## src/rtl/invq_pkg.sv

```systemverilog
package invq_pkg;

    typedef enum logic {
        FN_OPEN = 1'b0,
        FN_HOLD = 1'b1
    } fence_e;

endpackage

```

## src/rtl/invq_store.sv

```systemverilog
module invq_store #(
    parameter int ADDR_W = 16,
    parameter int DEPTH  = 4
) (
    input  logic                             clk,
    input  logic                             rst_n,
    input  logic                             push,
    input  logic [ADDR_W-1:0]                push_addr,
    input  logic                             pop,
    output logic                             full,
    output logic                             empty,
    output logic [ADDR_W-1:0]                head_addr,
    output logic [DEPTH-1:0][ADDR_W-1:0]     slot_addr,
    output logic [DEPTH-1:0]                 slot_vld
);

    localparam int PTR_W = (DEPTH > 1) ? $clog2(DEPTH) : 1;
    localparam int CNT_W = $clog2(DEPTH + 1);

    typedef struct packed {
        logic [DEPTH-1:0][ADDR_W-1:0] addr;
        logic [DEPTH-1:0]             vld;
        logic [PTR_W-1:0]             head;
        logic [PTR_W-1:0]             tail;
        logic [CNT_W-1:0]             count;
    } store_t;

    store_t st_d, st_q;

    function automatic logic [PTR_W-1:0] ptr_next(input logic [PTR_W-1:0] p);
        return (p == PTR_W'(DEPTH - 1)) ? '0 : p + 1'b1;
    endfunction

    always_comb begin
        st_d = st_q;
        if (push) begin
            st_d.addr[st_q.tail] = push_addr;
            st_d.vld[st_q.tail]  = 1'b1;
            st_d.tail            = ptr_next(st_q.tail);
        end
        if (pop) begin
            st_d.vld[st_q.head] = 1'b0;
            st_d.head           = ptr_next(st_q.head);
        end
        st_d.count = st_q.count + CNT_W'(push) - CNT_W'(pop);
    end

    always_ff @(posedge clk) begin
        if (!rst_n) st_q <= '0;
        else        st_q <= st_d;
    end

    assign full      = (st_q.count == CNT_W'(DEPTH));
    assign empty     = (st_q.count == '0);
    assign head_addr = st_q.addr[st_q.head];
    assign slot_addr = st_q.addr;
    assign slot_vld  = st_q.vld;

    AST_NO_OVERFLOW: assert property (@(posedge clk) disable iff (!rst_n)
        push |-> (st_q.count < CNT_W'(DEPTH)));
    AST_POP_HELD: assert property (@(posedge clk) disable iff (!rst_n)
        pop |-> (st_q.count != '0));
    AST_VLD_COUNT: assert property (@(posedge clk) disable iff (!rst_n)
        $countones(st_q.vld) == int'(st_q.count));
    AST_GROW_ONE: assert property (@(posedge clk) disable iff (!rst_n)
        (push && !pop) |=> (st_q.count == $past(st_q.count) + 1'b1));

endmodule

```

## src/rtl/invq_match.sv

```systemverilog
module invq_match #(
    parameter int ADDR_W = 16,
    parameter int DEPTH  = 4
) (
    input  logic                         clk,
    input  logic                         rst_n,
    input  logic [ADDR_W-1:0]            look_addr,
    input  logic [DEPTH-1:0][ADDR_W-1:0] slot_addr,
    input  logic [DEPTH-1:0]             slot_vld,
    output logic                         blocked
);

    logic [DEPTH-1:0] hit;

    for (genvar g = 0; g < DEPTH; g++) begin : g_cmp
        assign hit[g] = slot_vld[g] && (slot_addr[g] == look_addr);
    end

    assign blocked = |hit;

    AST_BLOCK_HAS_ENTRY: assert property (@(posedge clk) disable iff (!rst_n)
        blocked |-> (slot_vld != '0));

endmodule

```

## src/rtl/invq_fence.sv

```systemverilog
module invq_fence
    import invq_pkg::*;
(
    input  logic clk,
    input  logic rst_n,
    input  logic fence_req,
    input  logic drained,
    input  logic req_seen,
    output logic stall
);

    typedef struct packed {
        fence_e mode;
    } fence_t;

    fence_t fn_d, fn_q;

    always_comb begin
        fn_d = fn_q;
        if (fence_req)
            fn_d.mode = FN_HOLD;
        else if (fn_q.mode == FN_HOLD && drained && !req_seen)
            fn_d.mode = FN_OPEN;
    end

    always_ff @(posedge clk) begin
        if (!rst_n) fn_q <= '{mode: FN_OPEN};
        else        fn_q <= fn_d;
    end

    assign stall = (fn_q.mode == FN_HOLD);

    AST_STALL_RISE: assert property (@(posedge clk) disable iff (!rst_n)
        fence_req |=> stall);
    AST_STALL_HOLDS: assert property (@(posedge clk) disable iff (!rst_n)
        (stall && (!drained || req_seen)) |=> stall);

endmodule

```

## src/rtl/inv_defer_queue.sv

```systemverilog
module inv_defer_queue #(
    parameter int ADDR_W = 16,
    parameter int DEPTH  = 4
) (
    input  logic              clk,
    input  logic              rst_n,
    input  logic              req_valid,
    input  logic [ADDR_W-1:0] req_addr,
    output logic              req_ack,
    output logic              inv_valid,
    output logic [ADDR_W-1:0] inv_addr,
    input  logic              cache_ready,
    input  logic [ADDR_W-1:0] look_addr,
    output logic              look_blocked,
    input  logic              fence_req,
    output logic              load_stall
);

    logic                         q_full;
    logic                         q_empty;
    logic                         q_pop;
    logic [DEPTH-1:0][ADDR_W-1:0] q_slot_addr;
    logic [DEPTH-1:0]             q_slot_vld;

    assign req_ack   = req_valid && !q_full;
    assign inv_valid = !q_empty;
    assign q_pop     = inv_valid && cache_ready;

    invq_store #(.ADDR_W(ADDR_W), .DEPTH(DEPTH)) u_store (
        .clk       (clk),
        .rst_n     (rst_n),
        .push      (req_ack),
        .push_addr (req_addr),
        .pop       (q_pop),
        .full      (q_full),
        .empty     (q_empty),
        .head_addr (inv_addr),
        .slot_addr (q_slot_addr),
        .slot_vld  (q_slot_vld)
    );

    invq_match #(.ADDR_W(ADDR_W), .DEPTH(DEPTH)) u_match (
        .clk       (clk),
        .rst_n     (rst_n),
        .look_addr (look_addr),
        .slot_addr (q_slot_addr),
        .slot_vld  (q_slot_vld),
        .blocked   (look_blocked)
    );

    invq_fence u_fence (
        .clk       (clk),
        .rst_n     (rst_n),
        .fence_req (fence_req),
        .drained   (q_empty),
        .req_seen  (req_valid),
        .stall     (load_stall)
    );

    AST_HEAD_STABLE: assert property (@(posedge clk) disable iff (!rst_n)
        (inv_valid && !cache_ready) |=> (inv_valid && $stable(inv_addr)));
    AST_BLOCK_PENDING: assert property (@(posedge clk) disable iff (!rst_n)
        look_blocked |-> inv_valid);
    AST_ACK_NEXT_HELD: assert property (@(posedge clk) disable iff (!rst_n)
        req_ack |=> inv_valid);

endmodule

```

## config.mk

```make
export PLATFORM = sky130hd
export DESIGN_NAME = inv_defer_queue
export DESIGN_NICKNAME = d
export VERILOG_FILES = /design/src/rtl/invq_pkg.sv /design/src/rtl/invq_store.sv /design/src/rtl/invq_match.sv /design/src/rtl/invq_fence.sv /design/src/rtl/inv_defer_queue.sv
export SDC_FILE = /design/constraint.sdc
export NUM_CORES = 1
export LEC_CHECK = 0
export BUFFER_PORTS_ARGS = -buffer_cell sky130_fd_sc_hd__buf_2
export CORE_MARGIN = 2
export CORE_UTILIZATION = 62
export DETAILED_ROUTE_END_ITERATION = 10
export HOLD_SLACK_MARGIN = 0.1
export PLACE_DENSITY = 0.85
export SLEW_MARGIN = 20
export SYNTH_ARGS = -nofsm -noshare
export SYNTH_HDL_FRONTEND = slang
export SYNTH_SLANG_ARGS = --single-unit
```

## constraint.sdc

```tcl
create_clock -name clk -period 5.86 [get_ports clk]
set_input_delay 0 -clock clk [delete_from_list [all_inputs] [get_ports clk]]
set_output_delay 0 -clock clk [all_outputs]
set_load 0.05 [all_outputs]
```

Yosys cells after proc, flatten, opt, wreduce, memory -nomap -nowiden
Index checks and enable logic that the tools add are counted.
Word-level totals
  output and inout port bits: 20
  input port bits: 37
  word-level logic and storage cells: 58
  bits in registers: 76
Cells by class
  equality and inequality tests: 7
  bitwise logic cells: 3
  muxes and demuxes: 15
  add/subtract/negate cells: 4
  order comparisons: 4
  reduce and logical (&&, ||, !) cells: 16
Operators by type and width (count)
  64-bit bitwise mux: 1
  16-bit == test: 4
  16-bit binary-select mux with 2-bit select: 1
  16-bit demux with 2-bit select: 1
  16-bit two-way mux: 2
  1-bit logical AND: 10
  2-bit by 3-bit less-than comparator with 1-bit output, second input constant: 2
  6-bit two-way mux: 1
  2-bit by 1-bit adder with 2-bit output, second input constant: 2
  4-bit AND: 1
  1-bit demux with 2-bit select: 2
  2-bit == test, second input constant: 2
  2-bit by 1-bit greater-or-equal comparator with 1-bit output, second input constant: 2
  1-bit two-way mux: 4
  2-bit two-way mux: 2
  4-bit two-way mux: 1
  4-bit NOT: 1
  4-bit bitwise OR: 1
  4-bit OR reduction: 1
  3-bit by 1-bit adder with 3-bit output: 1
  3-bit == test, second input constant: 1
  1-bit zero test: 3
  3-bit zero test: 1
  3-bit by 1-bit subtractor with 3-bit output: 1
  2-bit nonzero test: 1

Logic depth before layout (Yosys ltp)
  depth in word-level cells: 8
  gate-level depth with buffers: 9
  depth with buffers taken out: 9

Modules after synthesis
Synthesis repeated with hierarchy kept, for this count alone.
Second synthesis, totals
  cell total of the unflattened synthesis: 537
  area total of the unflattened synthesis: 5057.4 um^2
By module, submodules not included
  invq_store: sequential area each 1501.4 um^2, cells an instance 437, times used 1, area an instance 4257.8 um^2
  invq_match: sequential area each 0.0 um^2, cells an instance 93, times used 1, area an instance 734.5 um^2
  invq_fence: sequential area each 20.0 um^2, cells an instance 4, times used 1, area an instance 41.3 um^2
  inv_defer_queue: sequential area each 0.0 um^2, cells an instance 3, times used 1, area an instance 23.8 um^2

Worst setup path after synthesis
OpenSTA, ideal clock, no wires.
  path type: register -> register
  start: reg u_store.st_q[1] (netlist bit)
  end: reg u_store.st_q[2] (netlist bit)
  required time: 5.745 ns
  slack: 3.610 ns
  arrival time: 2.135 ns
  buffers on the path: 0
  setup time: 0.115 ns
  stages on the path, launching flop included: 10
  period minus slack after synthesis: 2.250 ns
  path through: dfxtp_1 or3_1 nand2_1 mux2i_1 ha_1 inv_1 fa_1 xnor2_1 xnor2_1 and2_1
On the way
  elaborated cells between the ends (all ways): 8
  those cells by class: 2 x add/sub; 1 x eq/ne; 5 x reduce/logical
RTL lines
  start: declaration: RTL line invq_store.sv:28  | store_t st_d, st_q;
  start signal: assignment: RTL line invq_store.sv:50  | else st_q <= st_d;
  3-bit zero test: RTL line invq_store.sv:54  | assign empty = (st_q.count == '0);
  1-bit zero test: RTL line inv_defer_queue.sv:26  | assign inv_valid = !q_empty;
  named net inv_valid: RTL line inv_defer_queue.sv:10  | output logic inv_valid,
  1-bit logical AND: RTL line inv_defer_queue.sv:27  | assign q_pop = inv_valid && cache_ready;
  3-bit by 1-bit subtractor with 3-bit output: RTL line invq_store.sv:45  | st_d.count = st_q.count + CNT_W'(push) - CNT_W'(pop);
The timed path passes the listed nets, and every way through them passes these cells.
A chain may end at the register's enable or synchronous reset.

Worst setup path in the final report
  start: reg u_store.st_q[1] (netlist bit)
  end: reg u_store.st_q, in the netlist u_store.slot_addr[46]
On the way
  cells in the longest elaborated chain, start to end: 3
Ends and longest elaborated chain
  3-bit == test: RTL line invq_store.sv:53  | assign full = (st_q.count == CNT_W'(DEPTH));
  1-bit zero test: RTL line inv_defer_queue.sv:25  | assign req_ack = req_valid && !q_full;
  1-bit logical AND: RTL line inv_defer_queue.sv:25
Every way passes these cells.

==> flow_metrics.env <==
export IMPL_status="finished, final reports clean"
export IMPL_syn_area_per_cell_um2=9.01
export IMPL_hold_violations=0
export IMPL_first_iter_violations=457
export IMPL_dieArea_um2=7400
export IMPL_hpwl_um=7090
export IMPL_seq_area_um2=1520
export IMPL_min_path_type="in -> reg"
export IMPL_htree_levels=3
export IMPL_crit_arrival_ns=2.70
export IMPL_final_cell_mix="78 x nand2_1, 76 x dfxtp_1, 64 x xor2_1"
export IMPL_synth_nets=510
export IMPL_coreArea_um2=6420
export IMPL_power_density_nw_per_um2=333
export IMPL_leakage_uw=0.00200
export IMPL_clkSinkCount=76
export IMPL_cts_root_buffer="clkbuf_8"
export IMPL_gp_congestion=0.910
export IMPL_pwr_share_clk_pct=27.9
export IMPL_synth_cell_types=26
export IMPL_fmax_mhz=408
export IMPL_maxSlewHeadroom_pct=40.8
export IMPL_cts_buffers=9
export IMPL_wl_um=11100
export IMPL_peakVddDrop_v=0.000244
export IMPL_clock_skew_ns=0.00508
export IMPL_synthCells=463
export IMPL_clockBufferDepth=2
export IMPL_grt_pass1_wl_um=17800
export IMPL_drtAntennaViolNets=0
export IMPL_finalCritPeriodShare_pct=41.9
export IMPL_nets=568
export IMPL_p_seq_share_pct=38.0
export IMPL_grt_pass1_vias=3591
export IMPL_synth_area_leaders="dfxtp_1 36%, xor2_1 13%, mux4_2 8.6%, nand3_1 7.6%, a21boi_1 7.2%"
export IMPL_synth_top_area_share_pct=36.5
export IMPL_rsz0062_at_grt="no"
export IMPL_synth_area_um2=4170
export IMPL_tritoncts="yes"
export IMPL_swShare_pct=37.2
export IMPL_combinationalPowerShare_pct=34.1
export IMPL_post_route_util_pct=75.5
export IMPL_nFillCells=450
export IMPL_required_ns=6.10
export IMPL_grt_max_degree=77
export IMPL_power_total_uw=1620
export IMPL_drc_errors=0
export IMPL_critPathKind="reg -> reg"
export IMPL_rows=29
export IMPL_critPathMaxFanout=70
export IMPL_layout_setup_ws_ns=3.41
export IMPL_insertion_delay_ns=0.35
export IMPL_port_buffers=56
export IMPL_fin_crit_ns=2.45
export IMPL_initial_core_util_pct=65.0
export IMPL_finalSetupViolCount=0
export IMPL_final_common_cell="nand2_1"
export IMPL_drive_gt1_share_pct=17.3
export IMPL_cts_resized_gates=0
export IMPL_dr_pass1_iters=5
export IMPL_grt_ovfl_total=0
export IMPL_dpl_worst_slack_ns=3.52
export IMPL_clkTransAtPathRegs_ns=0.08
export IMPL_vias=3707
export IMPL_worstSetupStartpointType="flop"
export IMPL_crit_path_end_kind="flop"
export IMPL_drv_cap=0
export IMPL_die_y_um=86.0
export IMPL_die_w_um=86.0
export IMPL_multiInputGateArea_um2=2480
export IMPL_power_internal_uw=1010
export IMPL_antenna_found_initial=0
export IMPL_io_pins=57
export IMPL_drv_slew=0
export IMPL_cts_setup_buffers=0
export IMPL_viasPerCell=6.16
export IMPL_diodes=0
export IMPL_ys_seq_elements=76
export IMPL_wire_per_inst_um=18.4
export IMPL_track_usage_pct=31.2
export IMPL_synthToLayoutAreaGrowth_pct=16.2
export IMPL_finalSetupTns_ns=0
export IMPL_p_sw_uw=602
export IMPL_worst_slew_pin_slew_ns=0.888
export IMPL_yosys_area_top_type="dfxtp_1"
export IMPL_yosysWarnings=0
export IMPL_synth_seq_area_share_pct=36.5
==> flip-flops by register name, indices dropped and copies added, names as in the netlist <==
register / cells
u_store.slot_addr: 64
u_store.st_q: 7
u_store.slot_vld: 4
u_fence.stall: 1
==> through the flow <==
step	instance area, µm²	hold slack [ns]	cells
detailed placement	4430	0.226	568
finish	4850	0.194	602
global placement	4430	0.209	568
CTS	4850	0.191	602
global route	4850	0.215	602
floorplan	4170	0.124	463
==> final timing paths <==
kind | slack [ns] | endpoint | start | cells after the start
setup / recovery | 3.41 | u_store.slot_addr[46] | u_store.st_q[1] | 6
hold / removal | 0.19 | u_store.slot_addr[13] | rst_n | 2
setup reg to reg | 3.41 | u_store.slot_addr[46] | u_store.st_q[1] | 6
hold reg to reg | 0.46 | u_store.slot_vld[2] | u_store.slot_vld[2] | 2
==> synthesized netlist by cell type (all sizes together) <==
master / number
a21oi: 5
nor3: 9
mux4: 16
ha: 9
or4: 1
fa: 1
nand4: 4
nor2b: 5
a21boi: 65
nand3: 63
inv: 9
nor2: 3
mux2i: 4
dfxtp: 76
or3: 1
nor4: 12
and2: 3
o21a: 2
xnor2: 2
nand2: 78
xor2: 64
buf: 14
clkbuf: 17
==> area by class of cell <==
class,count,area share (%)
flip-flops and latches,76,31.4
repair buffers,78,10.2
clock inverters,4,1.50
multi-input cells,347,51.1
clock buffers,11,3.12
inverters,9,0.697
well taps,77,1.99
==> power groups by stage <==
| stage | registers [µW] | clock network, µW | logic, µW |
|---|---|---|---|
| after floorplan | 616 | 0 | 404 |
| after global placement | 620 | 0 | 520 |
| after detailed placement | 624 | 0 | 528 |
| after CTS | 612 | 453 | 544 |
| after global routing | 619 | 472 | 594 |
| final | 613 | 451 | 551 |
==> logic make-up (layout without fill, tap and decap cells) <==
group / Yosys count / after routing / share of synthesized area (%)
flip-flops: 76 / 76 / 36.5
buffers and inverters: 40 / 102 / 4.32
multiplexers: 20 / 20 / 9.60
adder cells (fa/ha/maj): 10 / 10 / 3.18
AO/OA/AOI/OAI: 72 / 72 / 12.7
AND/OR/NAND/NOR: 179 / 179 / 19.8
XOR/XNOR: 66 / 66 / 13.9
==> timing repair <==
| action | 4_1_cts | 5_1_grt |
|---|---|---|
| hold endpoints to repair | 66 | 0 |
| endpoints found under the setup margin | 0 | 0 |
| hold buffers | 19 | 0 |
==> worst max-delay path: stages (launching register included) <==
cell,delay (ns)
dfxtp_1,0.42
nor2_1,0.11
a21boi_4,0.17
buf_4,0.56
nand2_1,0.68
nand2_1,0.28
a21boi_1,0.09
==> routing by layer <==
metal	wire length, µm	global-route usage (%)
met1	4370	42.3
met2	5300	49.6
met3	1120	6.54
met4	303	11.1
met5	0	0
Power figures use the tool's default switching activity.
